File: config.mk
export PLATFORM = sky130hd
export DESIGN_NAME = nand_xfer_engine
export DESIGN_NICKNAME = d
export VERILOG_FILES = /design/src/rtl/nxe_pkg.sv /design/src/rtl/nxe_ring.sv /design/src/rtl/nxe_ctrl.sv /design/src/rtl/nxe_dma_pace.sv /design/src/rtl/nand_xfer_engine.sv
export SDC_FILE = /design/constraint.sdc
export NUM_CORES = 2
export LEC_CHECK = 0
export BUFFER_PORTS_ARGS = -buffer_cell sky130_fd_sc_hd__clkbuf_2
export CORE_MARGIN = 1.5
export CORE_UTILIZATION = 64
export DETAILED_ROUTE_END_ITERATION = 10
export PLACE_DENSITY = 0.87
export RECOVER_POWER = 100
export SYNTH_ARGS = -nofsm -noshare
export SYNTH_HDL_FRONTEND = slang
export SYNTH_SLANG_ARGS = --single-unit
File: constraint.sdc
create_clock -name clk -period 5.4 [get_ports clk]
set_input_delay 0 -clock clk [delete_from_list [all_inputs] [get_ports clk]]
set_output_delay 0 -clock clk [all_outputs]
set_load 0.02 [all_outputs]
File: src/rtl/nxe_pkg.sv
`timescale 1ns/1ps
package nxe_pkg;
    typedef enum logic [1:0] {
        ST_IDLE  = 2'd0,
        ST_FETCH = 2'd1,
        ST_DRAIN = 2'd2,
        ST_POST  = 2'd3
    } nxe_state_e;
endpackage

File: src/rtl/nxe_ring.sv
`timescale 1ns/1ps
module nxe_ring #(
    parameter int DEPTH = 64,
    parameter int LVL_W = $clog2(DEPTH) + 1
) (
    input  logic             clk,
    input  logic             rst_n,
    input  logic             flush,
    input  logic [1:0]       push_n,
    input  logic [15:0]      push_data,
    input  logic [2:0]       pop_n,
    output logic [31:0]      head,
    output logic [LVL_W-1:0] level
);
    localparam int AW = $clog2(DEPTH);

    logic [7:0]    mem [DEPTH];
    logic [AW-1:0] wr_ptr;
    logic [AW-1:0] rd_ptr;

    always_ff @(posedge clk) begin
        if (push_n != 2'd0) mem[wr_ptr] <= push_data[7:0];
        if (push_n == 2'd2) mem[wr_ptr + AW'(1)] <= push_data[15:8];
    end

    always_ff @(posedge clk or negedge rst_n) begin
        if (!rst_n) begin
            wr_ptr <= '0;
            rd_ptr <= '0;
            level  <= '0;
        end else if (flush) begin
            wr_ptr <= '0;
            rd_ptr <= '0;
            level  <= '0;
        end else begin
            wr_ptr <= wr_ptr + AW'(push_n);
            rd_ptr <= rd_ptr + AW'(pop_n);
            level  <= level + LVL_W'(push_n) - LVL_W'(pop_n);
        end
    end

    for (genvar k = 0; k < 4; k++) begin : g_head
        assign head[8*k +: 8] = mem[rd_ptr + AW'(k)];
    end
endmodule

File: src/rtl/nxe_ctrl.sv
`timescale 1ns/1ps
module nxe_ctrl
    import nxe_pkg::*;
#(
    parameter int LEN_W = 14,
    parameter int CS_W  = 3,
    parameter int DEPTH = 64,
    parameter int LVL_W = $clog2(DEPTH) + 1
) (
    input  logic             clk,
    input  logic             rst_n,
    input  logic             start,
    input  logic [CS_W-1:0]  start_cs,
    input  logic             start_dma,
    input  logic [LEN_W-1:0] start_len,
    input  logic             start_dir,
    input  logic             stop,
    input  logic             nand_rdy,
    input  logic             host_rd,
    input  logic             host_wr,
    input  logic [LVL_W-1:0] level,
    output nxe_state_e       state,
    output logic             busy,
    output logic             rd_strobe,
    output logic             wr_strobe,
    output logic [1:0]       push_n,
    output logic [2:0]       pop_n,
    output logic             flush,
    output logic [LEN_W-1:0] remaining,
    output logic [LEN_W-1:0] host_left,
    output logic             dir_q,
    output logic             dma_q,
    output logic [CS_W-1:0]  cs_q,
    output logic             start_ack,
    output logic             start_nak
);
    localparam logic [LVL_W-1:0] FULL = LVL_W'(DEPTH);

    nxe_state_e state_nx;
    logic       accept;
    logic       pop_ok;
    logic       push_ok;
    logic       last_byte;

    always_ff @(posedge clk or negedge rst_n) begin
        if (!rst_n) state <= ST_IDLE;
        else        state <= state_nx;
    end

    always_comb begin
        busy      = (state != ST_IDLE);
        accept    = start && !busy;
        rd_strobe = (state == ST_FETCH) && nand_rdy && (level < FULL);
        wr_strobe = (state == ST_POST) && nand_rdy && (level != '0);
        pop_ok    = ((state == ST_FETCH) || (state == ST_DRAIN)) && host_rd
                    && (level >= LVL_W'(4));
        push_ok   = (state == ST_POST) && host_wr && ((FULL - level) >= LVL_W'(2))
                    && (host_left >= LEN_W'(2));
        push_n    = rd_strobe ? 2'd1 : (push_ok ? 2'd2 : 2'd0);
        pop_n     = pop_ok ? 3'd4 : (wr_strobe ? 3'd1 : 3'd0);
        flush     = busy && stop;
        last_byte = (remaining == LEN_W'(1));
    end

    always_comb begin
        state_nx = state;
        unique case (state)
            ST_IDLE: begin
                if (accept && (start_len != '0))
                    state_nx = start_dir ? ST_POST : ST_FETCH;
            end
            ST_FETCH: begin
                if (stop)                        state_nx = ST_IDLE;
                else if (rd_strobe && last_byte) state_nx = ST_DRAIN;
            end
            ST_DRAIN: begin
                if (stop)                                  state_nx = ST_IDLE;
                else if (pop_ok && (level == LVL_W'(4)))   state_nx = ST_IDLE;
            end
            ST_POST: begin
                if (stop)                        state_nx = ST_IDLE;
                else if (wr_strobe && last_byte) state_nx = ST_IDLE;
            end
            default: state_nx = ST_IDLE;
        endcase
    end

    always_ff @(posedge clk or negedge rst_n) begin
        if (!rst_n) begin
            remaining <= '0;
            host_left <= '0;
            dir_q     <= 1'b0;
            dma_q     <= 1'b0;
            cs_q      <= '0;
            start_ack <= 1'b0;
            start_nak <= 1'b0;
        end else begin
            start_ack <= accept;
            start_nak <= start && busy;
            if (accept) begin
                remaining <= start_len;
                host_left <= start_len;
                dir_q     <= start_dir;
                dma_q     <= start_dma;
                cs_q      <= start_cs;
            end else if (flush) begin
                remaining <= '0;
                host_left <= '0;
            end else begin
                if (rd_strobe || wr_strobe) remaining <= remaining - LEN_W'(1);
                if (push_ok)                host_left <= host_left - LEN_W'(2);
            end
        end
    end
endmodule

File: src/rtl/nxe_dma_pace.sv
`timescale 1ns/1ps
module nxe_dma_pace
    import nxe_pkg::*;
#(
    parameter int DEPTH = 64,
    parameter int FRAME = 64,
    parameter int LEN_W = 14,
    parameter int LVL_W = $clog2(DEPTH) + 1
) (
    input  nxe_state_e       state,
    input  logic             dma_en,
    input  logic [LVL_W-1:0] level,
    input  logic [LEN_W-1:0] host_left,
    output logic             dma_req
);
    localparam logic [LVL_W-1:0] FR_LVL = LVL_W'(FRAME);
    localparam logic [LEN_W-1:0] FR_LEN = LEN_W'(FRAME);

    logic [LVL_W-1:0] free_cnt;
    logic             rd_frame;
    logic             wr_frame;

    always_comb begin
        free_cnt = LVL_W'(DEPTH) - level;
        rd_frame = ((state == ST_FETCH) || (state == ST_DRAIN)) && (level >= FR_LVL);
        wr_frame = (state == ST_POST) && (free_cnt >= FR_LVL) && (host_left >= FR_LEN);
        dma_req  = dma_en && (rd_frame || wr_frame);
    end
endmodule

File: src/rtl/nand_xfer_engine.sv
`timescale 1ns/1ps
module nand_xfer_engine
    import nxe_pkg::*;
#(
    parameter int LEN_W = 14,
    parameter int CS_W  = 3,
    parameter int DEPTH = 64,
    parameter int FRAME = 64
) (
    input  logic             clk,
    input  logic             rst_n,
    input  logic             start,
    input  logic [CS_W-1:0]  start_cs,
    input  logic             start_dma,
    input  logic [LEN_W-1:0] start_len,
    input  logic             start_dir,
    input  logic             stop,
    output logic             start_ack,
    output logic             start_nak,
    output logic             busy,
    output logic [31:0]      status,
    input  logic             host_rd,
    output logic [31:0]      host_rd_data,
    input  logic             host_wr,
    input  logic [15:0]      host_wr_data,
    output logic             dma_req,
    output logic [CS_W-1:0]  nand_cs,
    input  logic             nand_rdy,
    output logic             nand_rd_strobe,
    input  logic [7:0]       nand_rd_data,
    output logic             nand_wr_strobe,
    output logic [7:0]       nand_wr_data
);
    localparam int LVL_W   = $clog2(DEPTH) + 1;
    localparam int CNT_LSB = 24;

    nxe_state_e       state;
    logic [1:0]       push_n;
    logic [2:0]       pop_n;
    logic             flush;
    logic [LEN_W-1:0] remaining;
    logic [LEN_W-1:0] host_left;
    logic             dir_q;
    logic             dma_q;
    logic [LVL_W-1:0] level;
    logic [31:0]      head;
    logic [15:0]      push_data;
    logic [LVL_W-1:0] cnt_field;

    nxe_ctrl #(.LEN_W(LEN_W), .CS_W(CS_W), .DEPTH(DEPTH), .LVL_W(LVL_W)) u_ctrl (
        .clk       (clk),
        .rst_n     (rst_n),
        .start     (start),
        .start_cs  (start_cs),
        .start_dma (start_dma),
        .start_len (start_len),
        .start_dir (start_dir),
        .stop      (stop),
        .nand_rdy  (nand_rdy),
        .host_rd   (host_rd),
        .host_wr   (host_wr),
        .level     (level),
        .state     (state),
        .busy      (busy),
        .rd_strobe (nand_rd_strobe),
        .wr_strobe (nand_wr_strobe),
        .push_n    (push_n),
        .pop_n     (pop_n),
        .flush     (flush),
        .remaining (remaining),
        .host_left (host_left),
        .dir_q     (dir_q),
        .dma_q     (dma_q),
        .cs_q      (nand_cs),
        .start_ack (start_ack),
        .start_nak (start_nak)
    );

    nxe_ring #(.DEPTH(DEPTH), .LVL_W(LVL_W)) u_ring (
        .clk       (clk),
        .rst_n     (rst_n),
        .flush     (flush),
        .push_n    (push_n),
        .push_data (push_data),
        .pop_n     (pop_n),
        .head      (head),
        .level     (level)
    );

    nxe_dma_pace #(.DEPTH(DEPTH), .FRAME(FRAME), .LEN_W(LEN_W), .LVL_W(LVL_W)) u_pace (
        .state     (state),
        .dma_en    (dma_q),
        .level     (level),
        .host_left (host_left),
        .dma_req   (dma_req)
    );

    always_comb begin
        push_data    = nand_rd_strobe ? {8'h00, nand_rd_data} : host_wr_data;
        cnt_field    = dir_q ? (LVL_W'(DEPTH) - level) : level;
        host_rd_data = head;
        nand_wr_data = head[7:0];
        status                       = '0;
        status[31]                   = busy;
        status[CNT_LSB +: LVL_W]     = cnt_field;
        status[0 +: LEN_W]           = remaining;
    end
endmodule

==> results.txt <==
----------------------------------------------------
[Critical path]
  Data arrival time at the worst-slack endpoint ... 5.37 ns
  R2r worst-path depth ... 10
  Required time of the critical path ... 5.40 ns
  Longest individual stage delay on the worst path ... 0.89 ns
  Critical Path Source Type ... flop
  Critical path's most frequent cell ... a311oi_1
  Largest delay contributor family on the critical path ... compound AO/OA/AOI/OAI gates
  Worst R2R End ... u_ring.mem[56][4]
  Startpoint of the worst register-to-register path ... u_ring.level[4]
  Crit path buf inv count ... 3
  Minimum setup slack among reg-to-reg paths ... 0.06 ns
  Slowest-stage cell, CP ... a311oi_1
  Worst Path Class, Setup ... flop to output port
  Start point of the critical path ... u_ring.rd_ptr[0]
  Cells traversed along the worst timing path ... inv_1, ha_4, buf_4, mux4_2, nand2_1, and3_1, a311oi_1, a311oi_1, a31oi_1, clkbuf_1
  Critical path fanouts, max ... 40
  Category of the worst setup path capture point ... output port

[Power and ir drop]
  Net switching power ... 10200 uW
  Switching power share of the total ... 44.7%
  Internal power ... 12600 uW
  Max IR drop VDD ... 0.000362 V
  Power density normalized to cell area ... 488 nW/um^2
  Combinational share of power ... 54.8%
  Part of the total power dissipated in the clock network ... 21.0%
  Tot Pwr ... 22800 uW
  Total leakage power ... 0.0180 uW
  Reg power frac ... 24.2%

[Global route]
  GRT Resource Usage Total ... 50.2%
  Largest net degree at the start of global routing ... 148
  Antenna violations before repair ... 15
  Number of global-route vias before repair ... 33.2k
  Global-route wire length before repair ... 241 mm
  Overflow after GRT ... 0

[Yosys]
  Yosys reg bits ... 568
  Mapped Avg Cell Area ... 13.4 um^2
  Share of flip-flops with an asynchronous set or reset after synthesis ... 9.86%
  Count of unique library cells instantiated by Yosys ... 74
  Total of warnings raised by yosys ... 0
  Post-Syn Area ... 42600 um^2
  Top cells by area in the synthesized netlist ... edfxtp_1 (36%), mux4_2 (27%), mux2i_1 (15%)
  Syn Inst Count ... 3182
  Part of the Yosys area used for sequential elements ... 39.4%
  Most used flip-flop cell after synthesis ... edfxtp_1
  Post-synth top area share ... 36.1%
  EDFF count, synth ... 512
  Leading area contributor after synthesis ... edfxtp_1

[Layout]
  Most frequent standard cell in the layout excluding fill and tap cells ... mux2i_1
  Number of nets in the final layout ... 3325
  Share of final-layout standard cells stronger than drive strength 1 ... 27.0%
  Area growth from synthesis to final layout ... 9.84%
  Filler Cell Count ... 4467
  Most used cells in the layout excluding fill and tap cells ... mux2i_1 (620), mux4_2 (514), edfxtp_1 (512)

[Hold path]
  Number of instances on the worst hold path ... 4
  Hold path start ... host_wr_data[7]
  Worst-case hold path end point ... u_ring.mem[61][7]
  Min-delay worst type ... input port to flop

[Clock tree]
  CTS tree ... yes
  Clock Sink Count ... 568
  Clock root buffer ... clkbuf_16
  Post-CTS sizing ... 0
  Clock-pin transition on the worst setup and hold timing paths ... 0.06 ns
  Clock Path Buffers ... 3
  Worst skew pair latency ... 0.65 ns
  CTS HTree Levels ... 3
  Total CTS buffers ... 67

[Floorplan]
  Number of top-level design ports ... 131
  Die height ... 261 um
  Effective utilization at floorplan ... 64.7%
  Total number of placement rows ... 94
  Width of the die ... 261 um
  Die area ... 68100 um^2
  Core Box Area ... 65900 um^2

[Timing]
  Max Fclk ... 0.186 GHz
  Max Slew Vio Count ... 456
  Accumulated negative setup slack ... 0 ns
  Period minus WS final ... 5.37 ns
  Final Hold Vio Count ... 0
  Number of setup violations in the final report ... 0
  Clock tree skew after final layout ... 0.0295 ns
  Unrepaired setup endpoints after global routing ... no
  Tcrit/Tclk final ... 99.4%
  Worst-margin pin slew ... 3.35 ns
  Normalized max-slew margin ... -123%

[Drt]
  Initial DRC Count ... 6477
  Total detailed-routing wirelength ... 169 mm
  1st-pass router iterations ... 9
  Vias per cell ... 8.33
  Vias post-DR ... 34.7k
  Number of nets still failing antenna checks after routing ... 0
  DRC viols ... 0
  Average wire per cell in the routed design ... 40.7 um

[Place]
  Routability congestion estimate ... 1.05
  HPWL Detailed ... 116 mm
  Number of input and output port buffers inserted ... 120

[Outcome]
  Violated checks ... capacitance limit, slew limit
  Result of the run ... finished with violations

[Job]
  Number of maximum-capacitance constraint violations ... 8

----------------------------------------------------
## Yosys cell counts, types with 10 or more instances
cell type / n
nand3_1: 71
a31oi_1: 18
nor3_1: 38
buf_2: 86
buf_1: 42
and3_1: 18
o21bai_1: 11
and2_1: 13
a21oi_1: 71
mux2i_1: 627
xor2_1: 13
o31ai_1: 22
mux2_2: 27
o21ai_0: 91
o221ai_1: 11
nor4_1: 12
nor2_1: 68
ha_1: 35
a32oi_1: 18
a311oi_1: 20
nand2b_1: 10
nor2b_1: 20
nand4_1: 11
o211ai_1: 10
inv_1: 35
dfrtp_1: 56
clkbuf_1: 197
a211oi_1: 16
edfxtp_1: 512
nand2_1: 327
o22ai_1: 24
mux4_2: 514
xnor2_1: 34
buf_4: 21
## stage by stage
stage | hold WS [ns] | util, % | area (um^2) | setup WS (ns) | instances
final | 0.0617 | 71.0 | 46800 | 0.0335 | 4162
after global routing | 0.0571 | 71.0 | 46800 | 0.0885 | 4155
after CTS | 0.0522 | 71.5 | 47100 | 0.493 | 4155
after detailed placement | 0.208 | 67.7 | 44600 | 0.837 | 4004
after global placement | 0.198 | 67.7 | 44600 | 0.599 | 4003
after floorplan | -0.296 | - | 42600 | 0.538 | 3191
## worst min-delay path, cell delays in order
cell	delay, ns
clkbuf_2	0.10
mux2i_4	0.07
buf_12	0.19
mux2i_1	0.18
## what timing repair did
| item | 4_1_cts | 5_1_grt |
|---|---|---|
| setup buffers | 0 | 0 |
| hold buffers | 29 | 0 |
| hold endpoints to repair | 111 | 0 |
## worst max path at each step
stage                                   end  slack [ns]  cells past startpoint
after floorplan             host_rd_data[9]        0.54                     13
after global placement      host_rd_data[9]        0.60                      9
after detailed placement  u_ring.mem[47][4]        0.84                      8
after CTS                  host_rd_data[27]        0.49                      9
after global routing       host_rd_data[28]        0.09                      9
final                      host_rd_data[28]        0.03                     10
## logic make-up after synthesis
family	after synthesis	synth area share (%)
xor+xnor	47	0.966
buf+inv	385	3.85
simple gates	617	6.53
flops	568	39.4
mux	1168	42.6
other cells	1	0.00880
fa+ha+maj	37	1.12
compound gates	359	5.52
## flip-flops by register name, indices dropped and copies added, names as in the netlist, 2 cells and up
name and flops:
u_ctrl.state 2, u_ring.level 7, u_ring.wr_ptr 6, u_ring.mem 512
u_ring.rd_ptr 6, u_ctrl.host_left 14, u_ctrl.cs_q 3, u_ctrl.remaining 14
## cell type report
class	instances	area (um^2)	area share, %
clock inverter	33	382	0.816
sequential	568	16800	35.9
antenna	7	17.5	0.0374
tap	864	1080	2.31
multi-input combinational	2238	24500	52.3
clock buffer	89	1870	4.01
inverter	38	143	0.305
timing repair buffer	325	2020	4.32
## per-layer routing
metal  vias up  track usage (%)  wire (um)
li1      12900                -          -
met1     17200             63.5      53700
met2      3628             73.7      73800
met3       872             19.5      27700
met4        24             30.5      13700
met5         -            0.625        319
## power by group through the flow
stage          Sequential (uW)  Clock [uW]  Combinational (uW)
6_report                  5520        4800               12500
5_1_grt                   5550        4920               12800
4_1_cts                   5510        4750               12100
3_5_place_dp              5590           0               12000
3_3_place_gp              5580           0               11800
2_1_floorplan             5470           0                7960
Power figures use the tool's default switching activity.
